`src/rtl/swc_pkg.sv`:
```
// Package: shared encodings for the single-wire command controller.
// Assumes: opcode nibble in bits 7:4 of the device byte, direction in bit 0.
package swc_pkg;

    localparam logic [3:0] OPC_LOCK   = 4'b0010;
    localparam logic [3:0] OPC_SECWR  = 4'b1011;
    localparam logic [3:0] OPC_STD    = 4'b1101;
    localparam logic [3:0] OPC_HS     = 4'b1110;
    localparam logic [3:0] LOCK_TAG   = 4'b0110;

    // Command selected by a device address byte.
    typedef enum logic [2:0] {
        CMD_NONE,
        CMD_SECWR,
        CMD_LOCK,
        CMD_SET_STD,
        CMD_SET_HS,
        CMD_ASK_STD,
        CMD_ASK_HS
    } swc_cmd_e;

    // Position of the controller inside a transaction.
    typedef enum logic [2:0] {
        ST_IDLE,
        ST_DEV,
        ST_SEC_ADDR,
        ST_SEC_DATA,
        ST_LK_ADDR,
        ST_LK_DATA,
        ST_DRAIN
    } swc_state_e;

endpackage

```
`src/rtl/swc_dev_decode.sv`:
```
// Module: swc_dev_decode
// Purely combinational decode of a device address byte into a command.
// Assumes: the caller only uses the result while a device byte is expected.
module swc_dev_decode
    import swc_pkg::*;
(
    input  logic [7:0] dev_byte,
    input  logic [2:0] strap_addr,
    output swc_cmd_e   cmd
);

    logic       addr_hit;
    logic [3:0] opc;
    logic       rd;

    assign opc      = dev_byte[7:4];
    assign rd       = dev_byte[0];
    assign addr_hit = (dev_byte[3:1] == strap_addr);

    // Map opcode and direction to a command; anything else is refused.
    always_comb begin
        cmd = CMD_NONE;
        if (addr_hit) begin
            unique case ({opc, rd})
                {OPC_SECWR, 1'b0}: cmd = CMD_SECWR;
                {OPC_LOCK,  1'b0}: cmd = CMD_LOCK;
                {OPC_STD,   1'b0}: cmd = CMD_SET_STD;
                {OPC_STD,   1'b1}: cmd = CMD_ASK_STD;
                {OPC_HS,    1'b0}: cmd = CMD_SET_HS;
                {OPC_HS,    1'b1}: cmd = CMD_ASK_HS;
                default:           cmd = CMD_NONE;
            endcase
        end
    end

endmodule

```
`src/rtl/swc_mode_flags.sv`:
```
// Module: swc_mode_flags
// Holds the sticky lock flag and the speed-mode flag.
// Assumes: set strobes are single-cycle and the two speed strobes never coincide.
module swc_mode_flags (
    input  logic clk,
    input  logic rst_n,
    input  logic set_lock,
    input  logic set_std,
    input  logic set_hs,
    output logic lock_q,
    output logic hs_q
);

    // Lock only ever sets; reset is the single way back.
    always_ff @(posedge clk) begin
        if (!rst_n)        lock_q <= 1'b0;
        else if (set_lock) lock_q <= 1'b1;
    end

    // Speed mode follows the last set command; high speed after reset.
    always_ff @(posedge clk) begin
        if (!rst_n)       hs_q <= 1'b1;
        else if (set_std) hs_q <= 1'b0;
        else if (set_hs)  hs_q <= 1'b1;
    end

    // the lock never falls outside reset.
    a_r8_lock_sticky: assert property (@(posedge clk) disable iff (!rst_n)
        lock_q |=> lock_q);

    // a standard-speed select leaves the flag low next cycle.
    a_r9_std_select: assert property (@(posedge clk) disable iff (!rst_n)
        set_std |=> !hs_q);

    // the two speed selects are exclusive.
    a_r9_one_speed: assert property (@(posedge clk) disable iff (!rst_n)
        !(set_std && set_hs));

endmodule

```
`src/rtl/swc_cmd_ctrl.sv`:
```
// Module: swc_cmd_ctrl (top)
// Byte-level command engine: walks each transaction, answers every byte with
// ACK/NACK one cycle later, issues security-register writes and drives flags.
// Assumes: start_evt, stop_evt and byte_vld never coincide; if they do, the
// event wins and the byte is dropped.
module swc_cmd_ctrl
    import swc_pkg::*;
#(
    parameter int ADDR_W = 5
) (
    input  logic              clk,
    input  logic              rst_n,
    input  logic [2:0]        strap_addr,
    input  logic              start_evt,
    input  logic              stop_evt,
    input  logic              byte_vld,
    input  logic [7:0]        byte_data,
    output logic              resp_vld,
    output logic              resp_ack,
    output logic              reg_we,
    output logic [ADDR_W-1:0] reg_addr,
    output logic [7:0]        reg_wdata,
    output logic              speed_hs
);

    localparam int AW = (ADDR_W > 8) ? 8 : ADDR_W;

    swc_state_e  state_q, nxt_c;
    swc_cmd_e    cmd_c;
    logic        take_c;
    logic        ack_c, we_c;
    logic        lock_c, std_c, hs_c;
    logic        lock_q;
    logic [AW-1:0] waddr_q;

    swc_dev_decode dec_i (
        .dev_byte   (byte_data),
        .strap_addr (strap_addr),
        .cmd        (cmd_c)
    );

    // A byte counts only when no bus event competes with it.
    assign take_c = byte_vld && !start_evt && !stop_evt;

    // Answer, next phase and side effects for the byte being received.
    always_comb begin
        ack_c  = 1'b0;
        we_c   = 1'b0;
        lock_c = 1'b0;
        std_c  = 1'b0;
        hs_c   = 1'b0;
        nxt_c  = ST_DRAIN;
        unique case (state_q)
            ST_IDLE: nxt_c = ST_IDLE;
            ST_DEV: begin
                unique case (cmd_c)
                    CMD_SECWR:   begin ack_c = 1'b1; nxt_c = ST_SEC_ADDR; end
                    CMD_LOCK:    begin ack_c = 1'b1; nxt_c = ST_LK_ADDR;  end
                    CMD_SET_STD: begin ack_c = 1'b1; std_c = 1'b1;        end
                    CMD_SET_HS:  begin ack_c = 1'b1; hs_c  = 1'b1;        end
                    CMD_ASK_STD: ack_c = !speed_hs;
                    CMD_ASK_HS:  ack_c = speed_hs;
                    default:     ack_c = 1'b0;
                endcase
            end
            ST_SEC_ADDR: begin ack_c = 1'b1; nxt_c = ST_SEC_DATA; end
            ST_SEC_DATA: begin ack_c = !lock_q; we_c = !lock_q; end
            ST_LK_ADDR: begin
                if (byte_data[7:4] == LOCK_TAG && !lock_q) begin
                    ack_c = 1'b1;
                    nxt_c = ST_LK_DATA;
                end
            end
            ST_LK_DATA: begin ack_c = !lock_q; lock_c = !lock_q; end
            default: nxt_c = ST_DRAIN;
        endcase
    end

    // Transaction sequencing, response register and write port.
    always_ff @(posedge clk) begin
        if (!rst_n) begin
            state_q   <= ST_IDLE;
            resp_vld  <= 1'b0;
            resp_ack  <= 1'b0;
            reg_we    <= 1'b0;
            reg_wdata <= '0;
            waddr_q   <= '0;
        end else begin
            resp_vld <= 1'b0;
            reg_we   <= 1'b0;
            if (start_evt) begin
                state_q <= ST_DEV;
            end else if (stop_evt) begin
                state_q <= ST_IDLE;
            end else if (byte_vld) begin
                resp_vld <= 1'b1;
                resp_ack <= ack_c;
                state_q  <= nxt_c;
                if (state_q == ST_SEC_ADDR) waddr_q <= byte_data[AW-1:0];
                if (we_c) begin
                    reg_we    <= 1'b1;
                    reg_wdata <= byte_data;
                end
            end
        end
    end

    assign reg_addr = ADDR_W'(waddr_q);

    swc_mode_flags flags_i (
        .clk      (clk),
        .rst_n    (rst_n),
        .set_lock (take_c && lock_c),
        .set_std  (take_c && std_c),
        .set_hs   (take_c && hs_c),
        .lock_q   (lock_q),
        .hs_q     (speed_hs)
    );

    // every accepted byte gets an answer in the next cycle.
    a_r1_answer_follows: assert property (@(posedge clk) disable iff (!rst_n)
        take_c |=> resp_vld);

    // no answer without a byte in the cycle before.
    a_r1_no_stray_answer: assert property (@(posedge clk) disable iff (!rst_n)
        resp_vld |-> $past(byte_vld));

    // a write strobe always rides on an ACK.
    a_r4_write_acked: assert property (@(posedge clk) disable iff (!rst_n)
        reg_we |-> (resp_vld && resp_ack));

    // nothing is written while the lock is set.
    a_r5_no_locked_write: assert property (@(posedge clk) disable iff (!rst_n)
        reg_we |-> !lock_q);

    // a start event yields no answer in the following cycle.
    a_r12_start_silent: assert property (@(posedge clk) disable iff (!rst_n)
        start_evt |=> !resp_vld);

endmodule

```
`config.mk`:
```
export PLATFORM = sky130hd
export DESIGN_NAME = swc_cmd_ctrl
export DESIGN_NICKNAME = d
export VERILOG_FILES = /design/src/rtl/swc_pkg.sv /design/src/rtl/swc_dev_decode.sv /design/src/rtl/swc_mode_flags.sv /design/src/rtl/swc_cmd_ctrl.sv
export SDC_FILE = /design/constraint.sdc
export NUM_CORES = 1
export LEC_CHECK = 0
export CAP_MARGIN = 15
export CORE_MARGIN = 4
export CORE_UTILIZATION = 43
export CTS_BUF_LIST = sky130_fd_sc_hd__clkbuf_2 sky130_fd_sc_hd__clkbuf_4 sky130_fd_sc_hd__clkbuf_8
export DETAILED_ROUTE_END_ITERATION = 10
export HOLD_SLACK_MARGIN = 0.02
export PLACE_DENSITY = 0.75
export SLEW_MARGIN = 20
export SYNTH_ARGS = -nofsm -noshare
export SYNTH_HDL_FRONTEND = slang
export SYNTH_SLANG_ARGS = --single-unit
```
`constraint.sdc`:
```
create_clock -name clk -period 1.68 [get_ports clk]
set_input_delay 0.336 -clock clk [delete_from_list [all_inputs] [get_ports clk]]
set_output_delay 0.336 -clock clk [all_outputs]
set_load 0.02 [all_outputs]
```
After elaboration in Yosys (flattened, before gate mapping)
Index checks and enable logic that the tools add are counted.
- output and inout bits: 17
- word-level logic and storage cells: 73
- flip-flop bits (word level): 21
- muxes and demuxes: 21
- bitwise logic cells: 4
- reductions and logical operators: 20
- equal/unequal tests: 19
- operators by type and width (cell ; number):
    5-bit == test (second input constant) ; 5
    3-bit one-hot mux with 6 select lines ; 1
    3-bit == test (second input constant) ; 5
    1-bit 2-to-1 mux ; 14
    3-bit by 2-bit == test with 1-bit output (second input constant) ; 4
    3-bit one-hot mux with 4 select lines ; 1
    4-bit AND reduction ; 2
    4-bit OR reduction ; 2
    3-bit by 1-bit == test with 1-bit output (second input constant) ; 2
    1-bit logical AND ; 6
    3-bit one-hot mux with 2 select lines ; 1
    5-bit by 3-bit == test with 1-bit output (second input constant) ; 1
    4-bit by 3-bit == test with 1-bit output (second input constant) ; 1
    1-bit zero test ; 4
    1-bit NOT ; 4
    1-bit one-hot mux with 4 select lines ; 1
    3-bit == test ; 1
    3-bit zero test ; 1
    3-bit 2-to-1 mux ; 1
    1-bit one-hot mux with 3 select lines ; 1
    3-bit AND reduction ; 1
    3-bit nonzero test ; 1
    3-bit OR reduction ; 1
    2-bit 2-to-1 mux ; 1
    other kinds (2) ; 2

Logic depth before layout (Yosys ltp)
- depth after elaboration: 9
- mapped depth: 5

Cells and area by module
From an unflattened synthesis, not the netlist that was laid out.
- cells, all modules: 110
- area, all modules: 1041.0 um2
- modules (own cells, without submodules) (module ; area each (um2) ; times used ; sequential area each (um2) ; cells an instance):
    swc_cmd_ctrl ; 863.3 ; 1 ; 380.4 ; 88
    swc_dev_decode ; 121.4 ; 1 ; 0.0 ; 17
    swc_mode_flags ; 56.3 ; 1 ; 40.0 ; 5

Worst setup path before layout
Ideal clock, no wire load.
- path kind: reg-to-reg
- start: register flags_i.hs_q
- end: register resp_ack
- required time: 1.564 ns
- period minus slack after synthesis: 1.195 ns
- arrival time: 1.079 ns
- setup slack: 0.485 ns
- cell stages (with the launch flop): 5
- library setup time: 0.116 ns
- cell sequence: dfxtp_1 > and2_1 > a2bb2oi_1 > o211ai_1 > a41o_1
- cells in the longest elaborated chain, start to end: 3
- ends and longest elaborated chain (what ; line ; RTL):
    from (decl) ; swc_mode_flags.sv:11 ; output logic hs_q
    from (signal assigned) ; swc_mode_flags.sv:22 ; if (!rst_n) hs_q <= 1'b1;
    from (signal assigned) ; swc_mode_flags.sv:23 ; else if (set_std) hs_q <= 1'b0;
    from (signal assigned) ; swc_mode_flags.sv:24 ; else if (set_hs) hs_q <= 1'b1;
    1-bit zero test ; swc_cmd_ctrl.sv:61 ; CMD_ASK_STD: ack_c = !speed_hs;
    1-bit one-hot mux with 3 select lines * ; swc_cmd_ctrl.sv:56 ; unique case (cmd_c)
    1-bit one-hot mux with 4 select lines * ; swc_cmd_ctrl.sv:53 ; unique case (state_q)
    to (signal assigned) ; swc_cmd_ctrl.sv:97 ; resp_ack <= ack_c;
    to (decl) ; swc_cmd_ctrl.sv:19 ; output logic resp_ack,
Every way passes the cells marked *; elsewhere a longest branch is shown, timed or not.
A chain may end at the register's enable or synchronous reset.

Worst setup path after layout
- start: register waddr_q[0], in the netlist reg_addr[0]
- end: output reg_addr[0]
- RTL lines (what ; line ; RTL):
    from (decl) ; swc_cmd_ctrl.sv:34 ; logic [AW-1:0] waddr_q;
    from (signal assigned) ; swc_cmd_ctrl.sv:99 ; if (state_q == ST_SEC_ADDR) waddr_q <= byte_data[AW-1:0];
    to (decl) ; swc_cmd_ctrl.sv:21 ; output logic [ADDR_W-1:0] reg_addr,
No word-level cell between the ends.

==> flow_metrics.env <==
export IMPL_cts_htree_levels=1
export IMPL_power_dens_cells_nw_per_um2=597
export IMPL_synth_enable_flop_cells=0
export IMPL_clk_latency_ns=0.30
export IMPL_worst_path_buf_inv=1
export IMPL_insertedDiodeCount=0
export IMPL_utilization_pct=66.9
export IMPL_setup_total_negative_slack_ns=0
export IMPL_drtIter0Drc=16
export IMPL_ys_seq_elements=21
export IMPL_critPathMaxStageDelay_ns=0.62
export IMPL_grt_antenna_before_repair=0
export IMPL_postLayoutCellArea_sq_um=1510
export IMPL_detail_route_drc_violations=0
export IMPL_irDropWorstVdd_v=0.000497
export IMPL_route_final_wire_length_um=2650
export IMPL_post_cts_setup_buffers=0
export IMPL_mappedNetlistNets=132
export IMPL_gr_total_overflow=0
export IMPL_skew_ns=0.00223
export IMPL_rsz0062_at_grt="no"
export IMPL_worst_path_max_delay_cell="sky130_fd_sc_hd__clkdlybuf4s50_1"
export IMPL_vias=1019
export IMPL_worst_ep_required_time_ns=1.34
export IMPL_cts_clk_slew_worst_paths_ns=0.12
export IMPL_critical_path_endpoint_type="output pin"
export IMPL_yosysUniqueCellTypes=36
export IMPL_fin_crit_ns=1.63
export IMPL_synthArstFlopShare_pct=0
export IMPL_io_buffer_count=32
export IMPL_yosys_warnings=0
export IMPL_synthesis_area_per_instance_sq_um=8.88
export IMPL_instances_no_fill=193
export IMPL_synthMostInstantiatedCell="sky130_fd_sc_hd__dfxtp_1"
export IMPL_max_freq_mhz=613
export IMPL_place_detailed_instances=189
export IMPL_yosysSeqAreaShare_pct=40.8
export IMPL_final_number_of_setup_violating_endpoints=0
export IMPL_finalMaxSlewViolations=0
export IMPL_dominantRegCellSynth="sky130_fd_sc_hd__dfxtp_1"
export IMPL_chipHeight_um=56.9
export IMPL_ioPinCount=33
export IMPL_crit_chain="clkdlybuf4s50_1"
export IMPL_die_w_um=56.9
export IMPL_final_layout_size_suffix_gt1_share_pct=18.2
export IMPL_average_routed_wire_per_standard_cell_um=13.7
export IMPL_timing_worst_setup_path_type="reg -> out"
export IMPL_areaGrowthSynthToFinish_pct=46.5
export IMPL_arrival_ns=1.30
export IMPL_first_pass_grt_wire_length_um=4550
export IMPL_worstSetupStartpointType="register"
export IMPL_detailedRoute_firstPassIterationCount=5
export IMPL_grt_start_max_net_pins=13
export IMPL_ctsResizeCount=1
export IMPL_whs_ns=0.475
export IMPL_final_period_utilization_pct=97.2
export IMPL_cts_inserted_buffers=3
export IMPL_grt_busiest_layer="met2"
export IMPL_finalHoldViolations=0
export IMPL_slew_headroom_pct=73.0
export IMPL_grt_total_usage_pct=17.1
export IMPL_timing_critical_path_max_delay_family="buffers and inverters"
export IMPL_grt_pass1_vias=1035
export IMPL_synth_largest_type_area_fraction_pct=40.8
export IMPL_gr_layer_usage_met2_pct=27.9
export IMPL_synthTopCellsByArea="sky130_fd_sc_hd__dfxtp_1 41%, sky130_fd_sc_hd__mux2i_1 5.8%, sky130_fd_sc_hd__nor2_1 5.8%, sky130_fd_sc_hd__a21oi_1 5.3%, sky130_fd_sc_hd__nand3_1 4.9%"
export IMPL_routed_via_density=5.28
export IMPL_synth_cell_area_sq_um=1030
export IMPL_floorplan_initialDensity_pct=45.7
export IMPL_core_area_sq_um=2250
export IMPL_global_route_usage_met3_pct=3.17
export IMPL_leakage_nw=0.609
export IMPL_floorplan_rows=17
export IMPL_nets=182
export IMPL_tightest_slew_ns=0.404
export IMPL_use_met1_pct=22.7
export IMPL_yosys_top_cells_count="21 x sky130_fd_sc_hd__dfxtp_1, 16 x sky130_fd_sc_hd__nor2_1, 12 x sky130_fd_sc_hd__nand2_1"
export IMPL_gp_congestion=0.827
export IMPL_cts_num_sinks=21
export IMPL_path_max_fanout=2
export IMPL_run_status="finished, final reports clean"
export IMPL_worstHoldPathType="reg -> reg"
export IMPL_postPlaceCellArea_sq_um=1480
export IMPL_cap_viol_max_count=0
export IMPL_ant_nets=0
export IMPL_yosys_area_top_type="sky130_fd_sc_hd__dfxtp_1"
export IMPL_clock_tree_from_tritoncts="yes"
export IMPL_detailed_place_hpwl_um=2080
export IMPL_cell_at_the_root_of_the_clock_tree="sky130_fd_sc_hd__clkbuf_4"
export IMPL_cts_max_path_buffers=2
export IMPL_postCtsHoldBufs=0
export IMPL_total_die_area_sq_um=3240
export IMPL_synth_cells=116
[power by group]
part | switching (mW) | internal [mW] | leakage [nW]
registers | 0.00580 | 0.502 | 0.170
clock network | 0.158 | 0.0886 | 0.0177
logic | 0.0625 | 0.0837 | 0.421
[kinds of logic after synthesis]
kind of cell              synth area share (%)
and+or+nand+nor                           32.3
AOI/OAI and AO/OA                         14.8
DFF                                       40.8
muxes                                     5.83
buffers and inverters                     3.64
xor gates and xnor gates                  2.55
[area by class of cell]
class                           instances  area, sq um
Timing Repair Buffer                   49          447
Clock inverter                          1         5.00
Sequential cell                        21          420
Inverter                                2         7.51
Tap cell                               28         35.0
Clock buffer                            3         22.5
Fill cell                             208          746
Multi-Input combinational cell         89          572
[final timing paths]
| check | slack (ns) | to | depth (start not counted) | start |
|---|---|---|---|---|
| hold reg to reg | 0.48 | reg_wdata[5]$_SDFFE_PN0P_ | 2 | reg_wdata[5]$_SDFFE_PN0P_ |
| setup / recovery | 0.05 | reg_addr[0] | 1 | reg_addr[0]$_SDFFE_PN0P_ |
| setup reg to reg | 0.29 | reg_wdata[4]$_SDFFE_PN0P_ | 4 | state_q[1]$_SDFFE_PP0P_ |
| hold / removal | 0.48 | reg_wdata[5]$_SDFFE_PN0P_ | 2 | reg_wdata[5]$_SDFFE_PN0P_ |
[through the flow]
stage	setup WS [ns]	total power [mW]
after floorplan	0.485	0.573
after global placement	-0.0479	0.661
after detailed placement	-0.106	0.665
after CTS	0.0534	0.908
after global routing	0.0124	0.940
final	0.0475	0.901
[sequential cells by signal, indices dropped and copies added, names as in the netlist]
register,flops
reg_addr,5
flags_i.lock_q,1
reg_wdata,8
resp_vld,1
state_q,3
reg_we,1
flags_i.hs_q,1
resp_ack,1
[layout by cell type, fill, tap and decap left out, types with 3 or more instances in the layout]
master,netlist,layout
sky130_fd_sc_hd__a211oi_1,3,3
sky130_fd_sc_hd__a21oi_1,11,11
sky130_fd_sc_hd__buf_4,1,17
sky130_fd_sc_hd__clkbuf_4,0,3
sky130_fd_sc_hd__clkdlybuf4s50_1,0,31
sky130_fd_sc_hd__dfxtp_1,21,21
sky130_fd_sc_hd__mux2i_1,6,6
sky130_fd_sc_hd__nand2_1,12,12
sky130_fd_sc_hd__nand3_1,10,10
sky130_fd_sc_hd__nor2_1,16,16
sky130_fd_sc_hd__xnor2_1,3,3
[per-layer routing]
metal | wire length [um] | share of wire [%]
met3 | 140 | 5.3
met5 | 0 | 0
met4 | 59 | 2.2
met1 | 1220 | 46
met2 | 1230 | 46
(Power assumes the default switching activity.)
